--- src/rtl/ser_reg_pkg.sv ---
package ser_reg_pkg;
  localparam int FRAME_BITS = 32;
  localparam int HDR_BITS   = 12;
  localparam int ADDR_W     = 4;
  localparam int DATA_W     = 16;
  localparam int ADJ_W      = 9;
  localparam int ADJ_LSB    = 7;
  localparam int NUM_REGS   = 3;
  localparam int CNT_W      = $clog2(FRAME_BITS);

  localparam logic [HDR_BITS-1:0] HDR_PATTERN = 12'h001;

  localparam logic [ADDR_W-1:0] ADDR_CFG = 4'h1;
  localparam logic [ADDR_W-1:0] ADDR_OFS = 4'h2;
  localparam logic [ADDR_W-1:0] ADDR_FS  = 4'h3;

  // config data bit positions
  localparam int CFG_EDGE_BIT  = 8;
  localparam int CFG_SWING_BIT = 9;
  localparam int CFG_DDROFF_BIT = 10;
  localparam int CFG_PHASE_BIT = 11;

  typedef struct packed {
    logic [ADDR_W-1:0] addr;
    logic [DATA_W-1:0] data;
  } frame_t;
endpackage

--- src/rtl/ser_sync_edge.sv ---
module ser_sync_edge #(
  parameter int STAGES = 2
) (
  input  logic clk,
  input  logic rst_n,
  input  logic sclk,
  input  logic sdata,
  input  logic scs_n,
  output logic sclk_rise,
  output logic sdata_s,
  output logic scs_n_s
);
  // vector order: {scs_n, sdata, sclk}
  localparam logic [2:0] RST_VAL = 3'b100;

  logic [2:0] stg_q [STAGES];
  logic       sclk_prev_q;

  genvar g;
  generate
    for (g = 0; g < STAGES; g++) begin : g_stage
      if (g == 0) begin : g_first
        always_ff @(posedge clk or negedge rst_n) begin
          if (!rst_n) stg_q[g] <= RST_VAL;
          else        stg_q[g] <= {scs_n, sdata, sclk};
        end
      end else begin : g_next
        always_ff @(posedge clk or negedge rst_n) begin
          if (!rst_n) stg_q[g] <= RST_VAL;
          else        stg_q[g] <= stg_q[g-1];
        end
      end
    end
  endgenerate

  always_ff @(posedge clk or negedge rst_n) begin
    if (!rst_n) sclk_prev_q <= 1'b0;
    else        sclk_prev_q <= stg_q[STAGES-1][0];
  end

  assign sclk_rise = stg_q[STAGES-1][0] & ~sclk_prev_q;
  assign sdata_s   = stg_q[STAGES-1][1];
  assign scs_n_s   = stg_q[STAGES-1][2];

  a_r2_rise_single: assert property (@(posedge clk) disable iff (!rst_n)
    sclk_rise |=> !sclk_rise);
endmodule

--- src/rtl/ser_frame_rx.sv ---
module ser_frame_rx
  import ser_reg_pkg::*;
(
  input  logic   clk,
  input  logic   rst_n,
  input  logic   en,
  input  logic   bit_stb,
  input  logic   bit_val,
  input  logic   sel_n,
  output logic   frame_vld,
  output frame_t frame
);
  logic [CNT_W-1:0]      cnt_q, cnt_d;
  logic [FRAME_BITS-1:0] shift_q, shift_d;
  logic                  skip_q, skip_d;
  logic                  vld_q, vld_d;
  logic [HDR_BITS-1:0]   hdr_now;

  assign hdr_now = {shift_q[HDR_BITS-2:0], bit_val};

  always_comb begin
    cnt_d   = cnt_q;
    shift_d = shift_q;
    skip_d  = skip_q;
    vld_d   = 1'b0;
    if (sel_n) begin
      cnt_d  = '0;
      skip_d = 1'b0;
    end else if (!en) begin
      cnt_d = '0;
    end else if (bit_stb && !skip_q) begin
      shift_d = {shift_q[FRAME_BITS-2:0], bit_val};
      if (cnt_q == CNT_W'(HDR_BITS-1) && hdr_now != HDR_PATTERN) begin
        skip_d = 1'b1;
        cnt_d  = '0;
      end else if (cnt_q == CNT_W'(FRAME_BITS-1)) begin
        cnt_d = '0;
        vld_d = 1'b1;
      end else begin
        cnt_d = cnt_q + 1'b1;
      end
    end
  end

  always_ff @(posedge clk or negedge rst_n) begin
    if (!rst_n) begin
      cnt_q   <= '0;
      shift_q <= '0;
      skip_q  <= 1'b0;
      vld_q   <= 1'b0;
    end else begin
      cnt_q   <= cnt_d;
      shift_q <= shift_d;
      skip_q  <= skip_d;
      vld_q   <= vld_d;
    end
  end

  assign frame_vld  = vld_q;
  assign frame.addr = shift_q[DATA_W +: ADDR_W];
  assign frame.data = shift_q[DATA_W-1:0];

  a_r1_frame_len: assert property (@(posedge clk) disable iff (!rst_n)
    frame_vld |-> $past(cnt_q) == CNT_W'(FRAME_BITS-1));
  a_r5_sel_released_no_frame: assert property (@(posedge clk) disable iff (!rst_n)
    sel_n |=> !frame_vld);
  a_r6_disabled_no_frame: assert property (@(posedge clk) disable iff (!rst_n)
    !en |=> !frame_vld);
  a_r4_skip_no_frame: assert property (@(posedge clk) disable iff (!rst_n)
    skip_q |=> !frame_vld);
endmodule

--- src/rtl/ser_reg_bank.sv ---
module ser_reg_bank
  import ser_reg_pkg::*;
#(
  parameter logic [ADJ_W-1:0] FS_RESET = 9'h100
) (
  input  logic              clk,
  input  logic              rst_n,
  input  logic              frame_vld,
  input  frame_t            frame,
  output logic [3:0]        cfg_bits,
  output logic [ADJ_W-1:0]  offset_adj,
  output logic [ADJ_W-1:0]  fs_adj,
  output logic              all_written,
  output logic              ddr_edge_err,
  output logic              wr_stb,
  output logic [ADDR_W-1:0] wr_addr
);
  localparam logic [ADDR_W-1:0] REG_ADDR [NUM_REGS] = '{ADDR_CFG, ADDR_OFS, ADDR_FS};

  logic [NUM_REGS-1:0] hit;

  genvar g;
  generate
    for (g = 0; g < NUM_REGS; g++) begin : g_hit
      assign hit[g] = frame_vld && (frame.addr == REG_ADDR[g]);
    end
  endgenerate

  logic [3:0]          cfg_q, cfg_d;
  logic [ADJ_W-1:0]    ofs_q, ofs_d;
  logic [ADJ_W-1:0]    fs_q, fs_d;
  logic [NUM_REGS-1:0] seen_q, seen_d;
  logic                err_q, err_d;
  logic                stb_q, stb_d;
  logic [ADDR_W-1:0]   addr_q, addr_d;

  always_comb begin
    cfg_d  = cfg_q;
    ofs_d  = ofs_q;
    fs_d   = fs_q;
    err_d  = err_q;
    addr_d = addr_q;
    seen_d = seen_q | hit;
    stb_d  = |hit;
    if (hit[0]) begin
      cfg_d = frame.data[CFG_PHASE_BIT:CFG_EDGE_BIT];
      err_d = frame.data[CFG_EDGE_BIT] & ~frame.data[CFG_DDROFF_BIT];
    end
    if (hit[1]) ofs_d = frame.data[ADJ_LSB +: ADJ_W];
    if (hit[2]) fs_d  = frame.data[ADJ_LSB +: ADJ_W];
    if (|hit)   addr_d = frame.addr;
  end

  always_ff @(posedge clk or negedge rst_n) begin
    if (!rst_n) begin
      cfg_q  <= '0;
      ofs_q  <= '0;
      fs_q   <= FS_RESET;
      seen_q <= '0;
      err_q  <= 1'b0;
      stb_q  <= 1'b0;
      addr_q <= '0;
    end else begin
      cfg_q  <= cfg_d;
      ofs_q  <= ofs_d;
      fs_q   <= fs_d;
      seen_q <= seen_d;
      err_q  <= err_d;
      stb_q  <= stb_d;
      addr_q <= addr_d;
    end
  end

  assign cfg_bits     = cfg_q;
  assign offset_adj   = ofs_q;
  assign fs_adj       = fs_q;
  assign all_written  = &seen_q;
  assign ddr_edge_err = err_q;
  assign wr_stb       = stb_q;
  assign wr_addr      = addr_q;

  a_r11_stb_pulse: assert property (@(posedge clk) disable iff (!rst_n)
    wr_stb |=> !wr_stb);
  a_r7_stb_addr_legal: assert property (@(posedge clk) disable iff (!rst_n)
    wr_stb |-> (wr_addr == ADDR_CFG || wr_addr == ADDR_OFS || wr_addr == ADDR_FS));
  a_r10_written_sticky: assert property (@(posedge clk) disable iff (!rst_n)
    all_written |=> all_written);
  a_r9_err_changes_on_cfg: assert property (@(posedge clk) disable iff (!rst_n)
    !$stable(ddr_edge_err) |-> (wr_stb && wr_addr == ADDR_CFG));
  a_r7_offset_changes_on_write: assert property (@(posedge clk) disable iff (!rst_n)
    !$stable(offset_adj) |-> (wr_stb && wr_addr == ADDR_OFS));
  a_r7_fs_changes_on_write: assert property (@(posedge clk) disable iff (!rst_n)
    !$stable(fs_adj) |-> (wr_stb && wr_addr == ADDR_FS));
endmodule

--- src/rtl/ser_reg_slave.sv ---
module ser_reg_slave
  import ser_reg_pkg::*;
#(
  parameter int                SYNC_STAGES = 2,
  parameter logic [ADJ_W-1:0]  FS_RESET    = 9'h100
) (
  input  logic              clk,
  input  logic              rst_n,
  input  logic              ext_ctrl_en,
  input  logic              sclk,
  input  logic              sdata,
  input  logic              scs_n,
  output logic              cfg_out_edge,
  output logic              cfg_low_swing,
  output logic              cfg_ddr_off,
  output logic              cfg_ddr_phase,
  output logic [ADJ_W-1:0]  offset_adj,
  output logic [ADJ_W-1:0]  fs_adj,
  output logic              all_written,
  output logic              ddr_edge_err,
  output logic              wr_stb,
  output logic [ADDR_W-1:0] wr_addr
);
  logic   sclk_rise, sdata_s, scs_n_s;
  logic   frame_vld;
  frame_t frame;
  logic [3:0] cfg_bits;

  ser_sync_edge #(.STAGES(SYNC_STAGES)) u_sync (
    .clk       (clk),
    .rst_n     (rst_n),
    .sclk      (sclk),
    .sdata     (sdata),
    .scs_n     (scs_n),
    .sclk_rise (sclk_rise),
    .sdata_s   (sdata_s),
    .scs_n_s   (scs_n_s)
  );

  ser_frame_rx u_rx (
    .clk       (clk),
    .rst_n     (rst_n),
    .en        (ext_ctrl_en),
    .bit_stb   (sclk_rise),
    .bit_val   (sdata_s),
    .sel_n     (scs_n_s),
    .frame_vld (frame_vld),
    .frame     (frame)
  );

  ser_reg_bank #(.FS_RESET(FS_RESET)) u_bank (
    .clk          (clk),
    .rst_n        (rst_n),
    .frame_vld    (frame_vld),
    .frame        (frame),
    .cfg_bits     (cfg_bits),
    .offset_adj   (offset_adj),
    .fs_adj       (fs_adj),
    .all_written  (all_written),
    .ddr_edge_err (ddr_edge_err),
    .wr_stb       (wr_stb),
    .wr_addr      (wr_addr)
  );

  assign cfg_out_edge  = cfg_bits[0];
  assign cfg_low_swing = cfg_bits[1];
  assign cfg_ddr_off   = cfg_bits[2];
  assign cfg_ddr_phase = cfg_bits[3];

  a_r9_err_matches_cfg: assert property (@(posedge clk) disable iff (!rst_n)
    ddr_edge_err |-> (cfg_out_edge && !cfg_ddr_off));
endmodule

--- config.mk ---
export PLATFORM = sky130hd
export DESIGN_NAME = ser_reg_slave
export DESIGN_NICKNAME = d
export VERILOG_FILES = /design/src/rtl/ser_reg_pkg.sv /design/src/rtl/ser_sync_edge.sv /design/src/rtl/ser_frame_rx.sv /design/src/rtl/ser_reg_bank.sv /design/src/rtl/ser_reg_slave.sv
export SDC_FILE = /design/constraint.sdc
export NUM_CORES = 1
export LEC_CHECK = 0
export CORE_ASPECT_RATIO = 0.6
export CORE_MARGIN = 2
export CORE_UTILIZATION = 48
export CTS_CLUSTER_DIAMETER = 60
export DETAILED_ROUTE_END_ITERATION = 8
export GPL_TIMING_DRIVEN = 0
export HOLD_SLACK_MARGIN = 0.1
export PLACE_DENSITY = 0.73
export SLEW_MARGIN = 5
export SYNTH_ARGS = -nofsm -noshare
export SYNTH_HDL_FRONTEND = slang
export SYNTH_SLANG_ARGS = --single-unit
--- constraint.sdc ---
create_clock -name clk -period 1.45 [get_ports clk]
set_input_delay 0.3625 -clock clk [delete_from_list [all_inputs] [get_ports clk]]
set_output_delay 0.3625 -clock clk [all_outputs]
set_load 0.03 [all_outputs]
# Word-level counts from Yosys, hierarchy flattened
# Cells that the tools add are included.
# totals
mem_count	0
ff_bits	65
wordCells	55
latchBits	0
ramBits	0
rom_bits	0
# op_classes
reduce_logical	13
shifts	0
n_mux	14
mul	0
n_eq_ne	7
magnitude_cmp	0
bitwise	6
addsub	1
div	0
# ops
operator	count
5-bit 2-to-1 mux	5
12-bit by 1-bit inequality test with 1-bit output (second input constant)	1
1-bit 2-to-1 mux	9
3-bit AND reduction	3
4-bit by 2-bit == test with 1-bit output (second input constant)	2
2-bit nonzero test	3
5-bit by 1-bit adder with 5-bit output (second input constant)	1
5-bit by 4-bit == test with 1-bit output (second input constant)	1
5-bit == test (second input constant)	1
1-bit logical AND	5
4-bit by 1-bit == test with 1-bit output (second input constant)	1
3-bit by 1-bit inequality test with 1-bit output (second input constant)	1
1-bit inverter	3
3-bit bitwise OR	1
3-bit OR reduction	1
1-bit AND	2
1-bit zero test	1

# Depth between registers and ports, before layout
# logic_depth
depth_word	6
ltp_mapped	6
depth_no_buf	6

# Modules after synthesis
# From an unflattened synthesis, not the netlist that was laid out.
# hier_totals
cells_unflattened	203
hier_area_um2	2502.4
# by_module_without_submodules
module	cells_per_inst	area_each_um2	instances	seq_area_each_um2
ser_reg_bank	72	1161.1	1	777.0
ser_frame_rx	123	1149.9	1	675.6
ser_sync_edge	8	191.4	1	177.7

# Worst setup path before layout
# OpenSTA, ideal clock, no wires.
# synth_timing
path_kind	register to register
from	reg u_rx.shift_q[19]
to	reg u_bank.ofs_q[0], in the netlist u_bank.offset_adj[0]
period_less_slack_ns	1.427
n_path_buf	0
setup_slack_ns	0.023
arrival_time_ns	1.302
setup_time_ns	0.125
path_stages_with_launch	5
path_cell_list	dfrtp_1 nor3b_4 nand2_2 nor2_8 mux2_2
# synth_between
elab_chain_len	2
# synth_lines
element	line_no	text
from (decl)	ser_frame_rx.sv:14	logic [FRAME_BITS-1:0] shift_q, shift_d;
from (signal assigned)	ser_frame_rx.sv:53	shift_q <= shift_d;
4-bit by 2-bit == test with 1-bit output	ser_reg_bank.sv:25	assign hit[g] = frame_vld && (frame.addr == REG_ADDR[g]);
1-bit logical AND	ser_reg_bank.sv:25	
to (signal assigned)	ser_reg_bank.sv:65	ofs_q <= ofs_d;
to (decl)	ser_reg_bank.sv:30	logic [ADJ_W-1:0] ofs_q, ofs_d;
# No other way between the ends.
# A chain may end at the register's enable or synchronous reset.

# Worst setup path in the final report
# layout_timing
from	reg u_rx.shift_q[19]
to	reg u_bank.ofs_q[2], in the netlist u_bank.offset_adj[2]
# The elaborated chain is that of the path after synthesis.

==> impl_results.md <==
* Outcome: complete, but fails checks
* Failing checks: setup timing
* Residual DRC at 0
* Diodes inserted at 0
* Layout area overhead at 32.4%
* Critical Path Start: u_rx.shift_q[19]
* Crit path capture: u_bank.offset_adj[2]
* Post-synth EDFFs at 0
* DP HPWL at 3110 um
* Unique cell type count in the Yosys netlist at 37
* Synthesized instance count at 206
* Power, Total at 3.80 mW
* Initial core utilization at 50.2%
* Hold Fails Final Rpt at 0
* Share of the synthesized area in the top cell type at 60.9%
* Worst EP arrival at 1780 ps
* First-pass GRT wire length at 8750 um
* Power density over cell area at 1130 mW/mm2
* CTS sink cnt at 65
* Max incr delay on CP at 410 ps
* 1st-iter DRT viols at 42
* Net Count, Synth at 214
* Worst-path fanout max at 5
* Final core occ at 66.4%
* Wire length per cell at 16.1 um
* Reg2reg end: u_bank.offset_adj[2]
* FP Rows at 20
* Share of layout cells above drive strength 1 at 40.7%
* Drt pass-1 iters at 4
* Synth Register Bits at 65
* CTS root buffer: clkbuf_8
* Design area at 0.00337 mm2
* Cell Area, Placed at 0.00297 mm2
* Total GRT Usage at 19.9%
* Final hold slack at 107 ps
* Yosys top cell by area: dfrtp_1
* Worst Setup End Kind: flop
* Depth of the most critical reg-to-reg path at 5
* GR Overflow Total at 0
* Slew Limit Fails at 0
* Clk_lat worst skew at 340 ps
* Critical Path RT at 1670 ps
* Cells along the critical path: nor3b_4 -> buf_6 -> nand2_4 -> nor2_4 -> mux2_4
* Setup TNS at -1770 ps
* Pleak at 1.76 nW
* CTS buffer count at 9
* Worst vdd ir at 0.000759 V
* Worst Hold Class: in2async
* # nets final at 271
* YS warnings at 0
* RSZ-0062 raised after global routing: true
* Via/cell ratio at 5.06
* Initial antenna violation count at 0
* CTS tree: built
* Endpoints failing setup at 21
* H-Tree Depth at 3
* Skew final at 11.0 ps
* Slowest cell on crit path: dfrtp_1
* Hold Buf Count CTS at 0
* PortBufs at 34
* Longest Clk Path Bufs at 2
* Vias at 1691
* Seq/Total Area, Yosys at 64.0%
* Critical path launch point type: flop
* Synth Cell Area at 0.00255 mm2
* Share of flip-flops with an asynchronous set or reset at 100%
* Relative slew slack at 47.6%
* Reg clk slew, reported paths at 70 ps
* IO Count at 35
* Worst slew pin tran at 787 ps
* Final WL at 5390 um
* Final weighted congestion in routability-driven placement at 0.789
* Core ar. at 0.00508 mm2
* Final min period at 1560 ps
* Total of max-cap violations at 0
* Final worst slack at -110 ps
* Post-route ant nets at 0
* Die W at 98.1 um
* Main synth FF type: dfrtp_1
* Die ar. at 0.00593 mm2
* Reg2reg start: u_rx.shift_q[19]
* Largest net degree at the start of global routing at 66
* Reg2Reg Setup Slack at -110 ps
* Syn avg cell area at 12.4 um2
* Fin crit share at 108%
* Die Ht at 60.4 um
* Synth area leaders: dfrtp_1 (61%), nand2_1 (9.4%), mux2_2 (6.2%), mux2_4 (4.1%), dfstp_2 (3.1%)
* Critical path class: reg2reg
* Fmax at 641 MHz
* Vias in the first global route at 1706
==> registers in the layout (all words and copies together) (netlist names), 3 cells and up <==
register,flops
u_rx.shift_q,20
u_bank.fs_adj,9
u_bank.offset_adj,9
u_rx.cnt_q,5
u_bank.cfg_bits,4
u_bank.wr_addr,4
u_sync.stg_q,4
u_bank.seen_q,3
==> power by group <==
group | total (mW) | leakage [nW] | internal, mW | switching (mW)
Clock | 1.62 | 0.113 | 0.980 | 0.642
Sequential | 2.01 | 0.877 | 1.90 | 0.108
Combinational | 0.177 | 0.766 | 0.0726 | 0.104
==> metrics by stage <==
stage / setup slack (ps) / cells
finish: -110 / 334
global route: -167 / 334
CTS: -122 / 331
detailed placement: -310 / 306
global placement: -2060 / 306
floorplan: 23.3 / 206
==> metal layers <==
layer | vias to the layer above | part of all wire, % | track usage, %
met5 | - | 0 | 0
met4 | 0 | 1.6 | 7.14
li1 | 799 | - | -
met3 | 10 | 4.4 | 6.91
met2 | 41 | 44 | 28.8
met1 | 841 | 49 | 28.5
==> worst min-delay path by stage <==
stage / from / end / slack [ps] / cells past startpoint
detailed placement: u_sync.stg_q[4] / u_sync.sdata_s / 330 / 0
global placement: u_sync.stg_q[4] / u_sync.sdata_s / 330 / 0
global route: rst_n / u_bank.wr_addr[3] / 150 / 1
CTS: rst_n / u_bank.fs_adj[7] / 140 / 1
floorplan: rst_n / u_bank.cfg_bits[0] / 70 / 0
finish: rst_n / u_bank.offset_adj[8] / 110 / 1
==> placed cells by master, fill, tap and decap left out, types with 3 or more instances in the layout <==
master,n
nand2_1,64
buf_6,4
dfstp_2,3
nor2b_1,4
nor2_1,3
clkdlybuf4s15_1,4
buf_4,12
dfrtp_1,61
mux2_4,20
clkdlybuf4s15_2,6
clkdlybuf4s50_1,4
o21ai_2,6
inv_1,3
clkbuf_2,18
nand2b_1,3
clkbuf_8,13
==> kinds of logic (layout without fill, tap and decap cells) <==
group           Yosys count  after routing  share of synthesized area [%]
buf+inv                  11             72                           2.55
compound gates           15             15                           4.03
flops                    65             65                           64.0
simple gates             92             93                           18.2
fa+ha+maj                 2              2                          0.982
mux                      21             21                           10.3
==> worst max-delay path, delay by kind of cell, from the launching register on <==
| family | cells | cell delay, ps |
|---|---|---|
| flops | 1 | 410 |
| mux | 1 | 320 |
| buf+inv | 1 | 150 |
| simple gates | 3 | 560 |
==> synthesized netlist by cell type, types with 2 or more instances <==
master,count
nand2b_1,3
mux2_2,14
or2_2,2
dfrtp_1,62
o21ai_0,7
nand2_1,64
nor2b_1,4
nor4_1,2
nor2_1,3
a32oi_1,2
mux2_4,7
buf_6,2
nand2_2,2
and3_1,2
ha_1,2
inv_1,4
dfstp_2,3
clkbuf_1,2
==> what timing repair did <==
action | CTS | global route
setup endpoints to repair | 67 | 69
setup buffers | 7 | 3
pin swaps | 5 | 6
resized for setup | 85 | 51
gates cloned | 2 | 0
==> area by class of cell <==
| class | instances | area (um2) |
|---|---|---|
| inverter | 4 | 15.0 |
| multi-input combinational | 131 | 1000 |
| clock inverter | 2 | 35.0 |
| clock buffer | 14 | 183 |
| tap | 66 | 82.6 |
| fill | 372 | 1710 |
| buffer | 7 | 60.1 |
| sequential | 65 | 1630 |
| timing repair buffer | 45 | 365 |
Note: power is estimated with default switching activity, not from simulation.
